===== src/rtl/wcol_pkg.sv =====
package wcol_pkg;

    localparam int LANES = 4;
    localparam int LOW_LANES = LANES - 1;

    typedef enum logic {
        BUF_EMPTY   = 1'b0,
        BUF_FILLING = 1'b1
    } buf_state_t;

endpackage


===== src/rtl/wcol_buffer.sv =====
module wcol_buffer
    import wcol_pkg::*;
#(
    parameter int DWORD_W = 32,
    parameter int IDX_W   = 3
) (
    input  logic                           clk,
    input  logic                           rst,
    input  logic                           host_vld,
    input  logic [IDX_W-1:0]               host_idx,
    input  logic [LOW_LANES*DWORD_W-1:0]   host_low,
    input  logic [LANES-1:0]               host_en,
    output logic                           buf_hit,
    output logic [LOW_LANES-1:0]           buf_mask,
    output logic [LOW_LANES*DWORD_W-1:0]   buf_data
);

    buf_state_t             state_q, state_d;
    logic [IDX_W-1:0]       tag_q;
    logic                   top_beat;
    logic                   low_beat;
    logic                   take_beat;

    assign top_beat = host_vld && host_en[LANES-1];
    assign low_beat = host_vld && !host_en[LANES-1] && (|host_en[LOW_LANES-1:0]);

    // next-state process
    always_comb begin
        state_d = state_q;
        unique case (state_q)
            BUF_EMPTY:   if (low_beat) state_d = BUF_FILLING;
            BUF_FILLING: if (top_beat) state_d = BUF_EMPTY;
            default:     state_d = BUF_EMPTY;
        endcase
    end

    // state register
    always_ff @(posedge clk) begin
        if (rst) state_q <= BUF_EMPTY;
        else     state_q <= state_d;
    end

    // output / decode process
    always_comb begin
        buf_hit   = (state_q == BUF_FILLING) && (tag_q == host_idx);
        take_beat = low_beat && ((state_q == BUF_EMPTY) || buf_hit);
    end

    always_ff @(posedge clk) begin
        if (rst) begin
            tag_q    <= '0;
            buf_mask <= '0;
        end else if (top_beat) begin
            tag_q    <= '0;
            buf_mask <= '0;
        end else if (take_beat) begin
            tag_q <= host_idx;
            if (state_q == BUF_EMPTY) buf_mask <= host_en[LOW_LANES-1:0];
            else                      buf_mask <= buf_mask | host_en[LOW_LANES-1:0];
        end
    end

    for (genvar k = 0; k < LOW_LANES; k++) begin : g_lane
        always_ff @(posedge clk) begin
            if (rst)
                buf_data[k*DWORD_W +: DWORD_W] <= '0;
            else if (take_beat && host_en[k])
                buf_data[k*DWORD_W +: DWORD_W] <= host_low[k*DWORD_W +: DWORD_W];
        end
    end


    mask_state_chk: assert property (@(posedge clk) disable iff (rst)
        (state_q == BUF_EMPTY) == (buf_mask == '0));


    capture_chk: assert property (@(posedge clk) disable iff (rst)
        (state_q == BUF_EMPTY && low_beat) |=>
        (state_q == BUF_FILLING && tag_q == $past(host_idx)
         && buf_mask == $past(host_en[LOW_LANES-1:0])));


    discard_stable_chk: assert property (@(posedge clk) disable iff (rst)
        (state_q == BUF_FILLING && low_beat && tag_q != host_idx) |=>
        ($stable(buf_mask) && $stable(tag_q) && $stable(buf_data)));


    commit_empties_chk: assert property (@(posedge clk) disable iff (rst)
        top_beat |=> (state_q == BUF_EMPTY && buf_mask == '0));

endmodule


===== src/rtl/wcol_merge.sv =====
module wcol_merge
    import wcol_pkg::*;
#(
    parameter int DWORD_W = 32
) (
    input  logic [LANES*DWORD_W-1:0]       host_data,
    input  logic [LANES-1:0]               host_en,
    input  logic                           buf_hit,
    input  logic [LOW_LANES-1:0]           buf_mask,
    input  logic [LOW_LANES*DWORD_W-1:0]   buf_data,
    output logic [LANES*DWORD_W-1:0]       merged
);

    for (genvar k = 0; k < LANES; k++) begin : g_lane
        if (k == LANES - 1) begin : g_top
            assign merged[k*DWORD_W +: DWORD_W] = host_data[k*DWORD_W +: DWORD_W];
        end else begin : g_low
            always_comb begin
                if (host_en[k])
                    merged[k*DWORD_W +: DWORD_W] = host_data[k*DWORD_W +: DWORD_W];
                else if (buf_hit && buf_mask[k])
                    merged[k*DWORD_W +: DWORD_W] = buf_data[k*DWORD_W +: DWORD_W];
                else
                    merged[k*DWORD_W +: DWORD_W] = '0;
            end
        end
    end

endmodule


===== src/rtl/wcol_bank.sv =====
module wcol_bank #(
    parameter int NUM_REGS = 8,
    parameter int REG_W    = 128,
    localparam int IDX_W   = (NUM_REGS > 1) ? $clog2(NUM_REGS) : 1
) (
    input  logic              clk,
    input  logic              rst,
    input  logic              wr_go,
    input  logic [IDX_W-1:0]  wr_idx,
    input  logic [REG_W-1:0]  wr_val,
    input  logic [IDX_W-1:0]  rd_idx,
    output logic [REG_W-1:0]  rd_val
);

    logic [REG_W-1:0] mem_q [NUM_REGS];

    for (genvar r = 0; r < NUM_REGS; r++) begin : g_reg
        always_ff @(posedge clk) begin
            if (rst)
                mem_q[r] <= '0;
            else if (wr_go && wr_idx == IDX_W'(r))
                mem_q[r] <= wr_val;
        end
    end

    assign rd_val = (int'(rd_idx) < NUM_REGS) ? mem_q[rd_idx] : '0;


    bank_update_chk: assert property (@(posedge clk) disable iff (rst)
        (wr_go && int'(wr_idx) < NUM_REGS) |=> (mem_q[$past(wr_idx)] == $past(wr_val)));

endmodule


===== src/rtl/wide_reg_collector.sv =====
module wide_reg_collector
    import wcol_pkg::*;
#(
    parameter int NUM_REGS = 8,
    parameter int DWORD_W  = 32,
    localparam int IDX_W   = (NUM_REGS > 1) ? $clog2(NUM_REGS) : 1,
    localparam int REG_W   = LANES * DWORD_W
) (
    input  logic              clk,
    input  logic              rst,
    input  logic              host_vld,
    input  logic [IDX_W-1:0]  host_idx,
    input  logic [REG_W-1:0]  host_data,
    input  logic [LANES-1:0]  host_en,
    output logic              commit_vld,
    output logic [IDX_W-1:0]  commit_idx,
    output logic [REG_W-1:0]  commit_data,
    input  logic [IDX_W-1:0]  peek_idx,
    output logic [REG_W-1:0]  peek_data
);

    logic                         buf_hit;
    logic [LOW_LANES-1:0]         buf_mask;
    logic [LOW_LANES*DWORD_W-1:0] buf_data;
    logic [REG_W-1:0]             merged;
    logic                         top_beat;

    assign top_beat = host_vld && host_en[LANES-1];

    wcol_buffer #(.DWORD_W(DWORD_W), .IDX_W(IDX_W)) u_buffer (
        .clk      (clk),
        .rst      (rst),
        .host_vld (host_vld),
        .host_idx (host_idx),
        .host_low (host_data[LOW_LANES*DWORD_W-1:0]),
        .host_en  (host_en),
        .buf_hit  (buf_hit),
        .buf_mask (buf_mask),
        .buf_data (buf_data)
    );

    wcol_merge #(.DWORD_W(DWORD_W)) u_merge (
        .host_data (host_data),
        .host_en   (host_en),
        .buf_hit   (buf_hit),
        .buf_mask  (buf_mask),
        .buf_data  (buf_data),
        .merged    (merged)
    );

    always_ff @(posedge clk) begin
        if (rst) begin
            commit_vld  <= 1'b0;
            commit_idx  <= '0;
            commit_data <= '0;
        end else begin
            commit_vld <= top_beat;
            if (top_beat) begin
                commit_idx  <= host_idx;
                commit_data <= merged;
            end
        end
    end

    wcol_bank #(.NUM_REGS(NUM_REGS), .REG_W(REG_W)) u_bank (
        .clk    (clk),
        .rst    (rst),
        .wr_go  (top_beat),
        .wr_idx (host_idx),
        .wr_val (merged),
        .rd_idx (peek_idx),
        .rd_val (peek_data)
    );


    commit_follows_top_chk: assert property (@(posedge clk) disable iff (rst)
        top_beat |=> (commit_vld && commit_idx == $past(host_idx)
            && commit_data[REG_W-1 -: DWORD_W] == $past(host_data[REG_W-1 -: DWORD_W])));


    strobe_single_chk: assert property (@(posedge clk) disable iff (rst)
        !top_beat |=> !commit_vld);

endmodule


===== config.mk =====
export PLATFORM = sky130hd
export DESIGN_NAME = wide_reg_collector
export DESIGN_NICKNAME = d
export VERILOG_FILES = /design/src/rtl/wcol_pkg.sv /design/src/rtl/wcol_buffer.sv /design/src/rtl/wcol_merge.sv /design/src/rtl/wcol_bank.sv /design/src/rtl/wide_reg_collector.sv
export SDC_FILE = /design/constraint.sdc
export NUM_CORES = 2
export LEC_CHECK = 0
export ABC_AREA = 1
export CORE_ASPECT_RATIO = 0.7
export CORE_MARGIN = 3
export CORE_UTILIZATION = 25
export DETAILED_ROUTE_END_ITERATION = 8
export DONT_BUFFER_PORTS = 1
export PLACE_DENSITY_LB_ADDON = 0.08
export SYNTH_ARGS = -nofsm -noshare
export SYNTH_HDL_FRONTEND = slang
export SYNTH_SLANG_ARGS = --single-unit

===== constraint.sdc =====
create_clock -name clk -period 14.4 [get_ports clk]
set_clock_uncertainty 0.1 [all_clocks]
set_input_delay 2.88 -clock clk [delete_from_list [all_inputs] [get_ports clk]]
set_output_delay 2.88 -clock clk [all_outputs]
set_load 0.02 [all_outputs]

==> impl_metrics.json <==
{
  "dr.pass1.iters": 8,
  "leakage_nw": 22.6,
  "synth_cells": 6017,
  "switching_share_pct": 25.8,
  "cts_tree": "done",
  "clkSinkCount": 1259,
  "clk_pin_slew_ns": 0.06,
  "nets": 5939,
  "fp.dieW_um": 569,
  "p_seq_share_pct": 48.1,
  "p_sw_w": 0.00226,
  "grt_setup_unrepaired": "no",
  "fmax_mhz": 101,
  "pwr-share-comb_pct": 7.9,
  "crit_required_ns": 11.42,
  "clkLatencyLatePin_ns": 0.79,
  "clockRootBuffer": "clkbuf_16",
  "r2r_end": "u_buffer.buf_data[57]",
  "io_buffers": 0,
  "wl_per_cell_um": 24.9,
  "grt_max_degree": 514,
  "maxCapViolations": 0,
  "r2r-start": "u_buffer.state_q",
  "drtIter0Drc": 3066,
  "rows": 143,
  "crit_arrival_ns": 6.88,
  "synth_area_per_cell_um2": 9.20,
  "cp-start-kind": "primary input",
  "maxSlewHeadroom_pct": 18.2,
  "start_util_pct": 25.3,
  "setup_slack_ns": 4.54,
  "grt_pass1_wl_um": 312000,
  "antenna_found_initial": 12,
  "die_height_um": 400,
  "cp_cell_sequence": "inv_8 -> buf_4 -> o21ai_0 -> o22ai_1 -> nor2_1 -> a31oi_1",
  "crit_start": "peek_idx[0]",
  "grt_overflow_total": 0,
  "vias": 41361,
  "first_global_vias": 40321,
  "ioPinCount": 401,
  "power_density_nw_per_um2": 140,
  "syn_to_final_growth_pct": 13.3,
  "drc": 0,
  "critPathSlowestCell": "inv_8",
  "finalCritPeriodShare_pct": 68.5,
  "synth-simple-area-share_pct": 21.7,
  "status": "completed",
  "hpwlAfterDp_um": 113000,
  "setup_tns_ns": 0,
  "netlist_area_um2": 55400,
  "via_per_inst": 4.69,
  "cts-hold-fix-buffers": 0,
  "worstMarginPinSlew_ns": 1.23,
  "fin_crit_ns": 9.86,
  "wirelength_um": 219000,
  "hp-class": "reg -> reg",
  "p_clk_share_pct": 44.0,
  "synth_top_family_by_area": "simple AND/OR/NAND/NOR gates",
  "core_um2": 219000,
  "ant_nets": 0,
  "place_congestion": 0.717,
  "finalInstanceArea_um2": 62800,
  "drive_gt1_share_pct": 5.82,
  "hold_viol": 0,
  "synth_xor_xnor_area_share_pct": 0.0316,
  "worstSetupEndpointType": "output port",
  "clock_path_buffers": 4,
  "place_ws_ns": 5.05,
  "ff2ff_setup_slack_ns": 11.06,
  "critPathMaxStageDelay_ns": 1.15,
  "crit_fanout": 513,
  "synth_fa_ha_area_share_pct": 0,
  "ys_seq_area_share_pct": 64.0,
  "final_common_cell": "nor2_1",
  "muxShareOfSynthArea_pct": 0,
  "yosys.cell_types.count": 23,
  "crit_end": "peek_data[101]",
  "fin_util_pct": 28.7,
  "r2r_cells": 7,
  "postCtsSetupRepairBufs": 0,
  "setup_viol": 0,
  "grt_use_total_pct": 18.8,
  "cts_resized": 0,
  "peakVddDrop_mv": 0.0781,
  "numCtsBuffers": 157,
  "synth_compound_gate_area_share_pct": 7.91,
  "placed_area_um2": 57900,
  "synth_fp_nets": 6158,
  "ys_ff_latch": 1259,
  "dieArea_um2": 227000,
  "path_class": "in -> out",
  "synth_warnings": 0,
  "drv_slew": 0,
  "htree_levels": 4,
  "p_int_w": 0.00649,
  "final_cell_mix": "2116 x nor2_1, 1024 x edfxtp_1, 733 x nand2_1"
}
-- cell usage after synthesis, drive strengths merged --
library cell	count	share of area, %
xor2	1	0.016
inv	399	2.7
clkinv	32	0.22
o22ai	129	1.5
nand4	192	2.2
a21oi	7	0.063
edfxtp	1024	56
nand2	741	5.0
xnor2	1	0.016
buf	215	1.8
o21ai	547	4.9
nor2	2120	14
clkbuf	230	1.6
nor3	1	0.0090
nand3	15	0.14
a31oi	128	1.4
dfxtp	235	8.5
-- layer usage --
layer | track usage (%) | wire length (um) | vias up | share of wire [%]
met5 | 0 | 27 | - | 0.012
met4 | 4.46 | 4920 | 4 | 2.2
met3 | 3.44 | 11300 | 245 | 5.2
met2 | 28.6 | 95300 | 951 | 43
met1 | 27.6 | 108000 | 20679 | 49
li1 | - | - | 19482 | -
-- sequential cells by signal (all words and copies together), names as in the netlist --
register / count
u_buffer.buf_mask: 3
u_buffer.tag_q: 3
commit_data: 128
commit_vld: 1
u_bank.mem_q: 1024
u_buffer.buf_data: 96
commit_idx: 3
u_buffer.state_q: 1
-- critical path, delay by kind of cell --
| family | cells | cell delay (ns) |
|---|---|---|
| AND/OR/NAND/NOR | 1 | 0.06 |
| AO/OA/AOI/OAI | 3 | 1.19 |
| buffers and inverters | 2 | 2.03 |
-- stage by stage --
stage | std cells | power [W] | hold slack (ns)
after detailed placement | 8539 | 0.00500 | 0.375
after CTS | 8814 | 0.00891 | 0.384
final | 8821 | 0.00876 | 0.383
after global placement | 8539 | 0.00500 | 0.368
after global routing | 8817 | 0.00912 | 0.414
after floorplan | 6017 | 0.00476 | 0.353
-- how the worst min path moves through the flow --
stage / from / to / slack [ns] / cells past startpoint
floorplan: u_buffer.tag_q[0] / u_buffer.tag_q[0] / 0.35 / 2
global placement: u_buffer.tag_q[0] / u_buffer.tag_q[0] / 0.37 / 2
detailed placement: u_buffer.tag_q[0] / u_buffer.tag_q[0] / 0.37 / 2
CTS: u_buffer.tag_q[0] / u_buffer.tag_q[0] / 0.38 / 2
global route: u_buffer.tag_q[1] / u_buffer.tag_q[1] / 0.41 / 2
finish: u_buffer.tag_q[0] / u_buffer.tag_q[0] / 0.38 / 2
-- cell type report --
class,count,area (um2)
diodes,7,17.5
clock buffers,226,4420
clock inverters,49,390
fillers,23105,156000
inverters,431,1650
multi-input cells,3882,16600
flip-flops and latches,1259,35500
well taps,2900,3630
repair buffers,67,566
-- cell families (layout without fill, tap and decap cells) --
group                  Yosys count  after routing
buffers and inverters          876            773
other                            0              7
flip-flops                    1259           1259
XOR/XNOR                         2              2
AO/OA/AOI/OAI                  811            811
AND/OR/NAND/NOR               3069           3069
-- power by group through the flow --
stage | sequential (W) | clock, W | combinational [W]
2_1_floorplan | 0.00428 | 0 | 0.000479
3_3_place_gp | 0.00429 | 0 | 0.000715
3_5_place_dp | 0.00429 | 0 | 0.000714
4_1_cts | 0.00421 | 0.00398 | 0.000715
5_1_grt | 0.00423 | 0.00412 | 0.000771
6_report | 0.00421 | 0.00385 | 0.000696
Power figures use the tool's default switching activity.
